==> src/rtl/ssc_pkg.sv <==
package ssc_pkg;
  localparam int SSC_MAXW = 32;

  typedef enum logic {
    SEL_IDLE = 1'b0,
    SEL_HELD = 1'b1
  } auto_st_e;

  // Logical select vector: 1 means the line is selected.
  function automatic logic [SSC_MAXW-1:0] sel_target(
    input logic [SSC_MAXW-1:0] mask,
    input logic                direct,
    input logic                held
  );
    if (direct) return mask;
    return held ? mask : '0;
  endfunction

  // Pad value from logical select and polarity.
  function automatic logic [SSC_MAXW-1:0] pad_level(
    input logic [SSC_MAXW-1:0] sel,
    input logic                act_high
  );
    return act_high ? sel : ~sel;
  endfunction
endpackage

==> src/rtl/ssc_sel_reg.sv <==
module ssc_sel_reg #(
  parameter int NUM_SEL = 8,
  localparam int CFG_W  = NUM_SEL + 2
) (
  input  logic               clk,
  input  logic               rst_n,
  input  logic               cfg_we,
  input  logic [CFG_W-1:0]   cfg_wdata,
  output logic [NUM_SEL-1:0] mask,
  output logic               direct,
  output logic               act_high
);
  logic [CFG_W-1:0] cfg_q;

  always_ff @(posedge clk or negedge rst_n) begin
    if (!rst_n)      cfg_q <= '0;
    else if (cfg_we) cfg_q <= cfg_wdata;
  end

  assign mask     = cfg_q[NUM_SEL-1:0];
  assign direct   = cfg_q[NUM_SEL];
  assign act_high = cfg_q[NUM_SEL+1];

  assert_cfg_load_R2: assert property (@(posedge clk) disable iff (!rst_n)
    cfg_we |=> (mask == $past(cfg_wdata[NUM_SEL-1:0])) && (direct == $past(cfg_wdata[NUM_SEL])));
endmodule

==> src/rtl/ssc_auto_ctl.sv <==
module ssc_auto_ctl (
  input  logic clk,
  input  logic rst_n,
  input  logic enable,
  input  logic hold_en,
  input  logic xfer_busy,
  input  logic txq_empty,
  input  logic msg_done,
  output logic held
);
  import ssc_pkg::*;

  auto_st_e st_q, st_d;
  logic     start_ev, gap_release_ev, end_release_ev;

  assign start_ev       = xfer_busy;
  assign gap_release_ev = !hold_en && !xfer_busy && txq_empty;
  assign end_release_ev = hold_en && msg_done;

  always_comb begin
    st_d = st_q;
    if (!enable) begin
      st_d = SEL_IDLE;
    end else begin
      case (st_q)
        SEL_IDLE: if (start_ev) st_d = SEL_HELD;
        SEL_HELD: if (gap_release_ev || end_release_ev) st_d = SEL_IDLE;
        default:  st_d = SEL_IDLE;
      endcase
    end
  end

  always_ff @(posedge clk or negedge rst_n) begin
    if (!rst_n) st_q <= SEL_IDLE;
    else        st_q <= st_d;
  end

  assign held = (st_q == SEL_HELD);

  assert_auto_start_R5: assert property (@(posedge clk) disable iff (!rst_n)
    (enable && !held && xfer_busy) |=> held);
  assert_gap_keep_R6: assert property (@(posedge clk) disable iff (!rst_n)
    (enable && held && !hold_en && !txq_empty) |=> held);
  assert_hold_keep_R7: assert property (@(posedge clk) disable iff (!rst_n)
    (enable && held && hold_en && !msg_done) |=> held);
  assert_disable_clear_R10: assert property (@(posedge clk) disable iff (!rst_n)
    !enable |=> !held);
endmodule

==> src/rtl/ssc_pad_stage.sv <==
module ssc_pad_stage #(
  parameter int NUM_SEL = 8
) (
  input  logic               clk,
  input  logic               rst_n,
  input  logic               sclk_idle,
  input  logic               enable,
  input  logic               oe_off,
  input  logic [NUM_SEL-1:0] pad_next,
  output logic [NUM_SEL-1:0] ss_o,
  output logic [NUM_SEL-1:0] ss_oe
);
  logic drive_ok;
  assign drive_ok = enable && !oe_off;

  for (genvar i = 0; i < NUM_SEL; i++) begin : g_line
    always_ff @(posedge clk or negedge rst_n) begin
      if (!rst_n) begin
        ss_o[i]  <= 1'b1;
        ss_oe[i] <= 1'b0;
      end else begin
        if (sclk_idle) ss_o[i] <= pad_next[i];
        ss_oe[i] <= drive_ok;
      end
    end
  end

  assert_pad_frozen_R8: assert property (@(posedge clk) disable iff (!rst_n)
    !sclk_idle |=> $stable(ss_o));
  assert_oe_follow_R9: assert property (@(posedge clk) disable iff (!rst_n)
    (enable && !oe_off) |=> (ss_oe == {NUM_SEL{1'b1}}));
  assert_oe_off_R9: assert property (@(posedge clk) disable iff (!rst_n)
    !(enable && !oe_off) |=> (ss_oe == '0));
  assert_oe_uniform_R9: assert property (@(posedge clk) disable iff (!rst_n)
    (ss_oe == '0) || (ss_oe == {NUM_SEL{1'b1}}));
endmodule

==> src/rtl/spi_sel_ctrl.sv <==
module spi_sel_ctrl #(
  parameter int NUM_SEL = 8,
  localparam int CFG_W  = NUM_SEL + 2
) (
  input  logic               clk,
  input  logic               rst_n,
  input  logic               enable,
  input  logic               oe_off,
  input  logic               cfg_we,
  input  logic [CFG_W-1:0]   cfg_wdata,
  input  logic               hold_en,
  input  logic               xfer_busy,
  input  logic               txq_empty,
  input  logic               msg_done,
  input  logic               sclk_idle,
  output logic [NUM_SEL-1:0] ss_o,
  output logic [NUM_SEL-1:0] ss_oe
);
  import ssc_pkg::*;

  logic [NUM_SEL-1:0]  mask;
  logic                direct, act_high, held;
  logic [SSC_MAXW-1:0] mask_w, sel_w, pad_w;
  logic [NUM_SEL-1:0]  pad_next;

  ssc_sel_reg #(.NUM_SEL(NUM_SEL)) u_reg (
    .clk(clk), .rst_n(rst_n), .cfg_we(cfg_we), .cfg_wdata(cfg_wdata),
    .mask(mask), .direct(direct), .act_high(act_high)
  );

  ssc_auto_ctl u_auto (
    .clk(clk), .rst_n(rst_n), .enable(enable), .hold_en(hold_en),
    .xfer_busy(xfer_busy), .txq_empty(txq_empty), .msg_done(msg_done),
    .held(held)
  );

  assign mask_w   = SSC_MAXW'(mask);
  assign sel_w    = sel_target(mask_w, direct, held);
  assign pad_w    = pad_level(sel_w, act_high);
  assign pad_next = pad_w[NUM_SEL-1:0];

  ssc_pad_stage #(.NUM_SEL(NUM_SEL)) u_pad (
    .clk(clk), .rst_n(rst_n), .sclk_idle(sclk_idle), .enable(enable),
    .oe_off(oe_off), .pad_next(pad_next), .ss_o(ss_o), .ss_oe(ss_oe)
  );

  initial assert_width_ok: assert (NUM_SEL >= 1 && NUM_SEL <= SSC_MAXW);

  assert_direct_R3: assert property (@(posedge clk) disable iff (!rst_n)
    (direct && sclk_idle) |=> (ss_o == ($past(act_high) ? $past(mask) : ~$past(mask))));
  assert_unmasked_idle_R4: assert property (@(posedge clk) disable iff (!rst_n)
    (sclk_idle && !act_high) |=> ((ss_o | $past(mask)) == {NUM_SEL{1'b1}}));
endmodule

==> config.mk <==
export PLATFORM = sky130hd
export DESIGN_NAME = spi_sel_ctrl
export DESIGN_NICKNAME = d
export VERILOG_FILES = /design/src/rtl/ssc_pkg.sv /design/src/rtl/ssc_sel_reg.sv /design/src/rtl/ssc_auto_ctl.sv /design/src/rtl/ssc_pad_stage.sv /design/src/rtl/spi_sel_ctrl.sv
export SDC_FILE = /design/constraint.sdc
export NUM_CORES = 1
export LEC_CHECK = 0
export BUFFER_PORTS_ARGS = -buffer_cell sky130_fd_sc_hd__buf_4
export CELL_PAD_IN_SITES_DETAIL_PLACEMENT = 2
export CELL_PAD_IN_SITES_GLOBAL_PLACEMENT = 2
export CORE_MARGIN = 2
export CORE_UTILIZATION = 31
export DETAILED_ROUTE_END_ITERATION = 16
export PLACE_DENSITY = 0.94
export SETUP_SLACK_MARGIN = 0.02
export SKIP_CTS_REPAIR_TIMING = 1
export SYNTH_ARGS = -nofsm -noshare
export SYNTH_HDL_FRONTEND = slang
export SYNTH_SLANG_ARGS = --single-unit
==> constraint.sdc <==
create_clock -name clk -period 2.1 [get_ports clk]
set_input_delay 0.315 -clock clk [delete_from_list [all_inputs] [get_ports clk]]
set_output_delay 0.315 -clock clk [all_outputs]
set_load 0.05 [all_outputs]
## After elaboration in Yosys (flattened, before gate mapping)

Cells that the tools add are included.

- Bitwise gates (word level): 2
- Mux-type cells: 9
- Reduce and logical (&&, ||, !) cells: 8

Operators by type and width:

| kind | count |
|---|---|
| $mux 8 | 4 |
| $not 8->8 | 1 |
| $logic_and 1x1->1 | 4 |
| $mux 1 | 4 |
| $logic_not 1->1 | 3 |
| $pmux 1 s2 | 1 |
| $logic_or 1x1->1 | 1 |
| $not 1->1 | 1 |

- Bits in registers: 20
- Output and inout port bits: 16
- Input port bits: 20

## Longest topological paths before layout

Gate-level depths: netlist of the first run.

- Depth in word-level cells: 7
- Gate-level depth with buffers: 5

## By module

A second synthesis of the first run with hierarchy kept.

- Cells, all modules: 70
- Area total of the unflattened synthesis: 1001.0 um^2

By module, submodules not included:

| module | cells an instance | area an instance (um^2) | instances |
|---|---|---|---|
| ssc_pad_stage | 26 | 425.4 | 1 |
| ssc_sel_reg | 21 | 411.6 | 1 |
| spi_sel_ctrl | 17 | 115.1 | 1 |
| ssc_auto_ctl | 6 | 48.8 | 1 |

## Worst setup path after synthesis of the first run

Ideal clock, no wire load.

- Kind: reg-to-output
- Start: reg, netlist name u_pad.ss_oe[0]
- End: out ss_oe[1]
- Required time: 1785 ps
- Buffers on the path: 1
- Path slack: 789 ps
- Arrival: 996 ps
- Stages on the path, launching flop included: 2
- Path through: dfrtp_1 -> buf_4

RTL lines:

| element | RTL line | text |
|---|---|---|
| to (decl) | spi_sel_ctrl.sv:17 | `output logic [NUM_SEL-1:0] ss_oe` |

==> results of run 1 <==
-- registers in the layout, indices dropped and copies added (netlist names) --
register / cells
u_pad.ss_o: 8
u_auto.held: 1
u_reg.cfg_q: 10
u_pad.ss_oe: 1
-- report_power, final --
group | internal [mW] | total (mW) | switching [mW]
Combinational | 0.112 | 0.317 | 0.205
Sequential | 0.453 | 0.489 | 0.0361
Clock | 0.0692 | 0.180 | 0.111
-- per-layer routing --
layer	share of wire [%]	wire, um	up-vias
met4	1.6	34	0
met5	0	0	-
met1	39	846	320
met3	3.7	80	2
li1	-	-	327
met2	56	1200	16
-- how the worst max path moves through the flow --
stage	from	endpoint	slack, ps	cells past startpoint
6_report	u_pad.ss_oe[0]	ss_oe[5]	740	1
5_1_grt	u_pad.ss_oe[0]	ss_oe[5]	690	1
4_1_cts	u_pad.ss_oe[0]	ss_oe[5]	730	1
3_5_place_dp	sclk_idle	u_pad.ss_o[6]	1060	3
3_3_place_gp	u_pad.ss_o[1]	ss_o[1]	1090	1
2_1_floorplan	u_pad.ss_oe[0]	ss_oe[1]	790	1
-- logic make-up after synthesis --
family | after synthesis | synth area share [%]
flops | 20 | 54.4
simple gates | 15 | 7.73
compound gates | 17 | 13.3
mux | 10 | 12.0
buf+inv | 19 | 12.5
-- worst register-to-register path: cells and delay by family, from the launching register on --
kind	cells	cell delay (ps)
AO/OA/AOI/OAI	2	340
AND/OR/NAND/NOR	1	90
flip-flops	1	520
-- cells in the mapped netlist --
| cell type | n | share of area (%) |
|---|---|---|
| a21oi_1 | 1 | 0.53 |
| buf_2 | 1 | 0.53 |
| buf_4 | 8 | 6.4 |
| buf_6 | 2 | 2.4 |
| dfrtp_1 | 12 | 32 |
| dfstp_2 | 8 | 22 |
| inv_1 | 8 | 3.2 |
| mux2_1 | 9 | 11 |
| mux2_2 | 1 | 1.2 |
| nand2_1 | 10 | 4.0 |
| nand2b_1 | 1 | 0.67 |
| nand3_1 | 1 | 0.53 |
| nor2_1 | 1 | 0.40 |
| nor2b_1 | 1 | 0.67 |
| nor2b_4 | 1 | 1.5 |
| o21ai_1 | 7 | 3.7 |
| o21ai_2 | 1 | 0.93 |
| o221ai_1 | 7 | 6.5 |
| o221ai_2 | 1 | 1.6 |
-- area by class of cell --
class | count | area share [%]
Sequential cell | 20 | 42.9
Clock inverter | 1 | 0.316
Multi-Input combinational cell | 42 | 26.1
Tap cell | 31 | 3.26
Clock buffer | 3 | 1.89
Inverter | 8 | 2.53
Timing Repair Buffer | 36 | 22.9
==> results.md, run 1 <==
- Status: complete, no violations
- Net Count, Synth: 101
- Area growth syn-to-layout: 26.7%
- Layout Cells excl Fill: 141
- Layout cells sized above 1: 45.5%
- Syn Inst Count: between 80 and 90
- Met1 usage in global routing: 16.3%
- Clock Latency Late Sink: 290 ps
- Synth warn: 0
- Layout fillers: 314
- Commonest non-fill, non-tap cell in the layout: buf_4
- CTS tree: done
- Tmin final: 1360 ps
- Area of the multi-input gates: 310 um2
- Reg2Reg Depth: 3
- Power, Total: 0.986 mW
- Post-DP Area: 1150 um2
- Initial antenna violation count: 0
- Slew HR: approximately 76%
- Vias: 665
- Seq cells post-synth: 20
- Fin crit share: 64.5%
- Area of the die: 3480 um2
- Final nets: 131
- Critical Setup Path Class: reg -> out
- Total congestion overflow: 0
- Grt met3 use: 2.84%
- Starting Density: around a third
- Number of global-route vias before repair: 680
- Port buffer count: 35
- Max FO, Critical Path: 8
- CP max-delay cell: dfrtp_1
- Hold Startpoint: oe_off
- WP data arrival: 1040 ps
- RR Startpoint: u_auto.held
- CP endpoint kind: primary output
- DP HPWL: 1.75 mm
- Post-Syn Area: 938 um2
- Sequential Area: 510 um2
- # rows: 19
- Slowest Stage Delay on Critical Path: approximately 500 ps
- Sink Count: 20
- Clk buf depth: 2
- Post-synth cell types: 19
- DRT Wirelength: 2.16 mm
- Maximum vdd drop: around 290 uV
- Overall die height: 59.0 um
- Finished Cell Area: ~1200 um2
- Skew final: 2.11 ps
- Drt first pass iters: 3
- Worst setup margin: 745 ps
- Util after Layout: 42.4%
- Initial DRC count: 1
- Hold WS: 152 ps
- Remaining DRCs: 0
- Grt peak-use layer: met2
- CP top delay family: flip-flops
- Top Ports: 36
- Fmax: 738 MHz
- Final TNS setup: 0 ps
- CP Buf/Inv Count: 1
- Leakage Power: 0.552 nW
- Final-report hold violation count: 0
- Avg WL per Cell: 15.3 um
- Horiz. Die Dim: between 50 and 60 um
- Actual slew at the worst max-slew pin: 353 ps
- Global-route wire length before repair: 3.42 mm
- Root Buffer: clkbuf_4
- Clock Pin Slew Worst Setup and Hold Paths: 100 ps
- Max-cap violations: 0
- R2r setup slk: roughly 1100 ps
- Path type of the worst min-delay path: in -> reg
- Commonest cells after routing, fill and taps aside: 35 x buf_4, 12 x dfrtp_1, 10 x nand2_1
- Core Region: between 2000 and 3000 um2
- GR Util All Layers: between 10% and 20%
- # diodes: 0
- Vias per cell: 4.72
- Final setup viols: 0
- RR Endpoint: u_pad.ss_o[7]
- H-tree levels: 1
- Syn avg cell area: 11.6 um2
- TritonCTS buffer count: 3
- Grt met2 use: roughly 23%
- Worst path required time: between 1500 and 2000 ps
- Critical path cell sequence: buf_4
- RD Place Congestion: approximately 0.73
- Slew Viols, Final: 0
- Startpoint types: flip-flop
- Sequential area share after synthesis: 54.4%
- RSZ-0062 raised after global routing: false
- Routed Antenna Nets: 0
- Pwr/cell area: just over 800 nW/um2
- Pre-CTS setup slack: 1060 ps
- Hold Path Depth: 2
- Placed insts: 136
- Hold worst-path end: u_pad.ss_oe[0]
- Largest net degree at the start of global routing: 21
No activity file was read; power rests on OpenSTA's default activity.
==> run 2: changes to the inputs <==
- ABC_AREA: not set -> 1
- CORE_UTILIZATION: 31 -> 25
- PLACE_DENSITY: 0.94 -> 0.86
- clock period: 2.1 -> 1.1 ns (I/O delays scaled with it)
==> run 2 against run 1 <==
The flow now finishes with violations (negative setup slack). Final cell count up 31%. First-iteration DRC count increased to 12 times the previous value. Register-to-register slack worse by 950 ps. Clock skew rose by 0.61 ps. Clock-buffer cell count grew 1. Core utilization shrank 5.1 points. Design area rose by 16%. Sequential share of layout area is 5.5 points lower. Global-route usage fell by 0.16 points. Die area up 26%. Routed wire length up 25%. Non-clock buffer count is 4 higher.
==> results.md, run 2 <==
- Status: finished with violations
- Failing checks: negative setup slack
- Switching Share: 33.5% (-2.2 points)
- Total congestion overflow: 0 (unchanged)
- Combinational share of power: 32.2% (about the same)
- WP depth: 1 (unchanged)
- Drt first pass iters: 2 (-1)
- Clock Latency Late Sink: 250 ps (-40 ps)
- DRT Wirelength: 2.69 mm (+25%)
- CP endpoint: ss_o[6]
- Critical path cell sequence: buf_8
- Layout Cells excl Fill: 185 (+31%)
- Yosys top cell area share: 31.0% (-1.0 points)
- # diodes: 0 (unchanged)
- Most common cell in the netlist: nand2_1
- Int Power: 1.41 mW (+120%)
- Tmin final: 1120 ps
- Slowest Stage Delay on Critical Path: 560 ps (+70 ps)
- Slew Viols, Final: 0 (unchanged)
- Initial antenna violation count: 0 (unchanged)
- Overall die height: 66.3 um (+12%)
- Remaining DRCs: 0 (unchanged)
- Pre-CTS setup slack: -9.86 ps (-1070 ps)
- Fin crit share: 102%
- Top Ports: 36 (unchanged)
- Slew HR: 82.5% (+6.0 points)
- Clk buf depth: 2 (unchanged)
- Max FFs per register: 10 (unchanged)
- CP Buf/Inv Count: 1 (unchanged)
- Biggest register: u_reg.cfg_q
- Top FF cell, synth: dfrtp_1
- Sink Count: 20 (unchanged)
- Clock Pin Slew Worst Setup and Hold Paths: 70 ps (-30 ps)
- Layout cells sized above 1: 47.4% (+2.0 points)
- WP data arrival: 960 ps (-80 ps)
- Yosys top cell by area: dfrtp_1
- TritonCTS buffer count: 3 (unchanged)
- RR Startpoint: u_auto.held
- Area of the die: 4390 um2 (+26%)
- Syn avg cell area: 9.32 um2 (-20%)
- Regs by FF count: u_reg.cfg_q: 10 flops, u_pad.ss_o: 8 flops
- CTS tree: done
- Vias per cell: 4.49 (-4.8%)
- RD Place Congestion: 0.830 (+13%)
- Post-synth EDFFs: 0 (unchanged)
- Placed insts: 177 (+30%)
- Worst path required time: 940 ps (-840 ps)
- Horiz. Die Dim: 66.3 um (+12%)
- CP top delay family: flip-flops
- Sequential area share after synthesis: 52.6% (-1.8 points)
- Critical Setup Path Class: reg -> out
- Synth top area cells: dfrtp_1 31%, dfstp_2 22%, nand2_1 10%
- Post-synth ARST share: 100% (unchanged)
- Max FO, Critical Path: 2 (-6)
- Final setup viols: 12 (+12)
- Net Count, Synth: 124 (+23%)
- GR Util All Layers: 13.3% (-0.16 points)
- H-tree levels: 1 (unchanged)
- Core Region: 3690 um2 (+31%)
- Root Buffer: clkbuf_8
- DP HPWL: 2.10 mm (+20%)
- Largest net degree at the start of global routing: 21 (unchanged)
- RR Endpoint: u_pad.ss_o[1]
- Routed Antenna Nets: 0 (unchanged)
- Leakage Power: 0.657 nW (+19%)
- Global-route wire length before repair: 4.42 mm (+29%)
- Port buffer count: 35 (unchanged)
- Syn Inst Count: 104 (+28%)
- Final-report hold violation count: 0 (unchanged)
- Area growth syn-to-layout: 41.8%
- Pwr/cell area: 1540 nW/um2 (+86%)
- Fmax: 890 MHz
- Post-Syn Area: 970 um2 (+3.3%)
- Actual slew at the worst max-slew pin: 262 ps (-90.6 ps)
- Starting Density: 26.3% (-7.2 points)
- Initial DRC count: 12 (+11)
- CP endpoint kind: primary output
- Worst setup margin: -23.6 ps (-768 ps)
- Max-cap violations: 0 (unchanged)
- Number of global-route vias before repair: 896 (+32%)
- Commonest cells after routing, fill and taps aside: 27 x nand2_1, 27 x buf_4, 17 x nand3_1
- Synth warn: 0 (unchanged)
- # rows: 22 (+3)
- Vias: 831 (+25%)
- Maximum vdd drop: 875 uV (+200%)
- Reg power frac: 44.9% (-4.7 points)
- Reg2Reg Depth: 5 (+2)
- Avg WL per Cell: 14.5 um (-5.0%)
- R2r setup slk: 130 ps (-950 ps)
- Skew final: 2.72 ps (+0.611 ps)
- Startpoint types: flip-flop
- Seq cells post-synth: 20 (unchanged)
- RSZ-0062 raised after global routing: true
- Net load switching power: 0.711 mW (+100%)
- Final nets: 158 (+21%)
- CP max-delay cell: dfstp_2
- Synth cell count leaders: 27 x nand2_1, 17 x nand3_1, 12 x dfrtp_1, 11 x o21ai_0
- Path type of the worst min-delay path: in -> reg
- Worst setup startpoint: u_pad.ss_o[6]
- Post-synth cell types: 15 (-4)
- Clock Power Share: 22.9% (+4.7 points)
[run 2: per-layer routing]
metal	up-vias	GRT usage [%]	wire [um]
met3	2	3.58	84
met5	-	0	0
met1	407	16.4	1190
met4	0	3.06	27
met2	18	22.8	1390
li1	404	-	-
[run 2: how the worst min path moves through the flow]
stage / from / to / slack, ps / depth (start not counted)
2_1_floorplan: rst_n / u_auto.held / -130 / 0
3_3_place_gp: rst_n / u_reg.cfg_q[7] / 50 / 1
3_5_place_dp: rst_n / u_reg.cfg_q[8] / 60 / 1
4_1_cts: rst_n / u_auto.held / -220 / 1
5_1_grt: oe_off / u_pad.ss_oe[0] / 60 / 2
6_report: oe_off / u_pad.ss_oe[0] / 60 / 2
[run 2: per-stage QoR]
step	power, mW	cell area (um2)	TNS, ps	utilization, %	hold WS [ps]
global placement	1.50	1220	0	33.1	51.9
floorplan	1.33	971	0	-	-131
finish	2.12	1380	-191	37.3	60.9
detailed placement	1.54	1220	-9.86	33.1	60.2
CTS	2.04	1260	-465	34.3	-219
global route	2.24	1380	-637	37.3	56.0
[run 2: power groups by stage]
stage	sequential [mW]	combinational, mW	clock (mW)
floorplan	1.09	0.243	0
global placement	0.932	0.571	0
detailed placement	0.947	0.592	0
CTS	0.933	0.594	0.509
global route	0.966	0.731	0.540
finish	0.952	0.682	0.486
[run 2: final cells by class]
| class | count | area [um2] |
|---|---|---|
| Sequential cell | 20 | 514 |
| Tap cell | 48 | 60.1 |
| Multi-Input combinational cell | 66 | 352 |
| Fill cell | 418 | 2310 |
| Timing Repair Buffer | 40 | 378 |
| Inverter | 7 | 26.3 |
| Clock buffer | 4 | 45.0 |
[run 2: cell families after synthesis]
logic type,Yosys count,share of synthesized area (%)
and+or+nand+nor,46,20.8
DFF,20,52.6
buffers and inverters,18,11.1
AOI/OAI and AO/OA,12,6.19
muxes,8,9.29
==> run 3: changes to the inputs <==
--- a/config.mk
+++ b/config.mk
@@ -8,13 +8,14 @@
 export ABC_AREA = 1
 export BUFFER_PORTS_ARGS = -buffer_cell sky130_fd_sc_hd__buf_4
-export CELL_PAD_IN_SITES_DETAIL_PLACEMENT = 2
-export CELL_PAD_IN_SITES_GLOBAL_PLACEMENT = 2
+export CELL_PAD_IN_SITES_DETAIL_PLACEMENT = 0
+export CELL_PAD_IN_SITES_GLOBAL_PLACEMENT = 1
 export CORE_MARGIN = 2
-export CORE_UTILIZATION = 25
+export CORE_UTILIZATION = 30
 export DETAILED_ROUTE_END_ITERATION = 16
-export PLACE_DENSITY = 0.86
+export PLACE_DENSITY = 0.85
 export SETUP_SLACK_MARGIN = 0.02
 export SKIP_CTS_REPAIR_TIMING = 1
 export SYNTH_ARGS = -nofsm -noshare
 export SYNTH_HDL_FRONTEND = slang
+export SYNTH_HIERARCHICAL = 1
 export SYNTH_SLANG_ARGS = --single-unit
==> constraint.sdc (replaced) <==
create_clock -name clk -period 1.1 [get_ports clk]
set_input_delay 0.165 -clock clk [delete_from_list [all_inputs] [get_ports clk]]
set_output_delay 0.165 -clock clk [all_outputs]
set_load 0.005 [all_outputs]
==> run 3 against run 2 <==
Clock-buffer cell count is the same. Global-route usage shrank 1.4 points. The run still ends with negative setup slack left. Core utilization grew 3.9 points. Clock power shrank 11%. Worst setup slack gained 2.8 ps.
==> results.md, run 3 <==
- Max FFs per register: 10 (unchanged)
- Net load switching power: 0.475 mW (-33%)
- Final setup viols: 13 (+1)
- Leakage Power: 0.729 nW (+11%)
- Combinational share of power: 22.2% (-10 points)
- Root Buffer: clkbuf_4
- Global-route wire length before repair: 3.37 mm (-24%)
- Skew final: 5.10 ps (+2.37 ps)
- Overall die height: 61.9 um (-6.6%)
- Regs by FF count: u_reg/cfg_q: 10 flops, u_pad/ss_o: 8 flops
- H-tree levels: 1 (unchanged)
- CP Buf/Inv Count: 1 (unchanged)
- Final nets: 184 (+16%)
- RR Endpoint: u_pad/ss_o[4]
- WP data arrival: 960 ps (about the same)
- Starting Density: 30.6% (+4.3 points)
- Post-synth cell types: 12 (-3)
- Max-cap violations: 0 (unchanged)
- DRT Wirelength: 2.00 mm (-26%)
- Port buffer count: 35 (unchanged)
- Avg WL per Cell: 9.56 um (-34%)
- RR Startpoint: u_auto/held
- Failing checks: negative setup slack
- CP top delay family: flip-flops
- Slew HR: 83.4% (+0.85 points)
- Post-synth ARST share: 100% (unchanged)
- Horiz. Die Dim: 61.9 um (-6.6%)
- CP endpoint kind: primary output
- Seq cells post-synth: 20 (unchanged)
- Clock Latency Late Sink: 310 ps (+60 ps)
- Fmax: 892 MHz (+0.25%)
- Pwr/cell area: 1290 nW/um2 (-16%)
- Hold Path Depth: 3 (+1)
- # rows: 21 (-4.5%)
- Max FO, Critical Path: 2 (unchanged)
- TritonCTS buffer count: 3 (unchanged)
- Actual slew at the worst max-slew pin: 249 ps (-12.7 ps)
- Routed length on met3: 54 um (-36%)
- Initial antenna violation count: 0 (unchanged)
- Synth top area cells: dfrtp_1 30%, nand2_1 27%, dfstp_2 21%
- Status: finished with violations
- Yosys top cell by area: dfrtp_1
- Synth warn: 6 (+6)
- Most common cell in the netlist: nand2_1
- Total congestion overflow: 0 (unchanged)
- Critical Setup Path Class: reg -> out
- Top Ports: 36 (unchanged)
- CTS tree: done
- Clock Power Share: 24.7% (+1.8 points)
- Core Region: 3280 um2 (-11%)
- Number of global-route vias before repair: 831 (-7.3%)
- GR Util All Layers: 11.8% (-1.4 points)
- R2r setup slk: 120 ps (about the same)
- Routed length on met2: 975 um (-30%)
- Biggest register: u_reg/cfg_q
- Clk buf depth: 2 (unchanged)
- Commonest cells after routing, fill and taps aside: 73 x nand2_1, 25 x buf_4, 11 x buf_6
- Reg2Reg Depth: 5 (unchanged)
- Clock Pin Slew Worst Setup and Hold Paths: 110 ps (+40 ps)
- Startpoint types: flip-flop
- CP max-delay cell: dfstp_2
- Synth cell count leaders: 73 x nand2_1, 12 x dfrtp_1, 9 x nand3_1
- Vias per cell: 4.17 (-7.1%)
- Sink Count: 20 (unchanged)
- Switching Share: 27.2% (-6.3 points)
- Met1 WL: 913 um (-23%)
- Net Count, Synth: 151 (+22%)
- Top FF cell, synth: dfrtp_1
- Area growth syn-to-layout: 34.5%
- Int Power: 1.27 mW (-9.8%)
- Sequential area share after synthesis: 50.7% (-1.9 points)
- Worst path required time: 940 ps (about the same)
- Hold WS: 39.6 ps (-21.3 ps)
- Largest net degree at the start of global routing: 21 (unchanged)
- RD Place Congestion: 0.776 (-6.5%)
- Routed Antenna Nets: 0 (unchanged)
- Syn Inst Count: 131 (+26%)
- Worst setup margin: -20.7 ps (+2.84 ps)
- # diodes: 0 (unchanged)
- Critical path cell sequence: buf_6
- Reg power frac: 53.0% (+8.1 points)
- Vias: 872 (+4.9%)
- DR top layer: met4
- Yosys top cell area share: 29.9% (-1.1 points)
- RSZ-0062 raised after global routing: true
- Slowest Stage Delay on Critical Path: 560 ps (about the same)
- Area of the die: 3830 um2 (-13%)
- Remaining DRCs: 0 (unchanged)
- Post-synth EDFFs: 0 (unchanged)
- Drt first pass iters: 4 (+2)
- Maximum vdd drop: 338 uV (-61%)
- Final-report hold violation count: 0 (unchanged)
- Hold worst-path end: u_reg/cfg_q[8]
- Path type of the worst min-delay path: in -> reg
- Fin crit share: 102% (-0.26 points)
- Power, Total: 1.75 mW (-18%)
- Post-Syn Area: 1010 um2 (+3.7%)
- Slew Viols, Final: 0 (unchanged)
- Layout cells sized above 1: 35.6% (-12 points)
- Syn avg cell area: 7.68 um2 (-18%)
- Tmin final: 1120 ps (-2.84 ps)
- Hold Startpoint: cfg_wdata[8]
- Initial DRC count: 30 (+18)
- Commonest non-fill, non-tap cell in the layout: nand2_1
- DP HPWL: 1.53 mm (-27%)
[run 3: worst max-delay path by stage]
| stage | from | to | cells after the start |
|---|---|---|---|
| floorplan | u_reg/cfg_q[9] | u_pad/ss_o[1] | 6 |
| global placement | u_auto/held | u_pad/ss_o[4] | 6 |
| detailed placement | u_auto/held | u_pad/ss_o[4] | 6 |
| CTS | u_pad/ss_o[4] | ss_o[4] | 1 |
| global route | u_pad/ss_o[4] | ss_o[4] | 1 |
| finish | u_pad/ss_o[2] | ss_o[2] | 1 |
[run 3: metrics by stage]
| stage | util (%) | setup TNS [ps] | cells | setup WS [ps] | instance area (um2) |
|---|---|---|---|---|---|
| finish | 41.2 | -202 | 209 | -20.7 | 1350 |
| global route | 41.2 | -641 | 209 | -50.2 | 1350 |
| CTS | 39.2 | -345 | 207 | -34.8 | 1290 |
| detailed placement | 38.1 | 0 | 203 | 90.3 | 1250 |
| global placement | 38.1 | 0 | 203 | 133 | 1250 |
| floorplan | - | 0 | 131 | 179 | 1010 |
[run 3: per-layer routing]
| metal | vias up | GRT usage, % |
|---|---|---|
| li1 | 457 | - |
| met1 | 390 | 13.2 |
| met2 | 20 | 21.5 |
| met3 | 5 | 1.24 |
| met4 | 0 | 7.29 |
| met5 | - | 0 |
[run 3: power groups by stage]
stage	Clock [mW]	Combinational (mW)	Sequential, mW
2_1_floorplan	0	0.196	0.916
3_3_place_gp	0	0.349	0.922
3_5_place_dp	0	0.359	0.928
4_1_cts	0.447	0.359	0.915
5_1_grt	0.472	0.450	0.939
6_report	0.432	0.388	0.927
[run 3: layout make-up]
cell class	count	area, um2
clock buffer	4	36.3
fill	350	1930
inverter	8	30.0
multi-input combinational	93	383
sequential	20	514
tap	46	57.6
timing repair buffer	38	332
[run 3: kinds of logic after synthesis]
| kind of cell | Yosys count | synth area share [%] |
|---|---|---|
| and+or+nand+nor | 84 | 33.2 |
| AOI/OAI and AO/OA | 9 | 4.85 |
| buffers and inverters | 18 | 11.2 |
| DFF | 20 | 50.7 |
[run 3: worst reg2reg max path, delay by kind of cell, from the launching register on]
family	cells	cell delay (ps)
compound gates	1	170
flops	1	480
simple gates	4	260
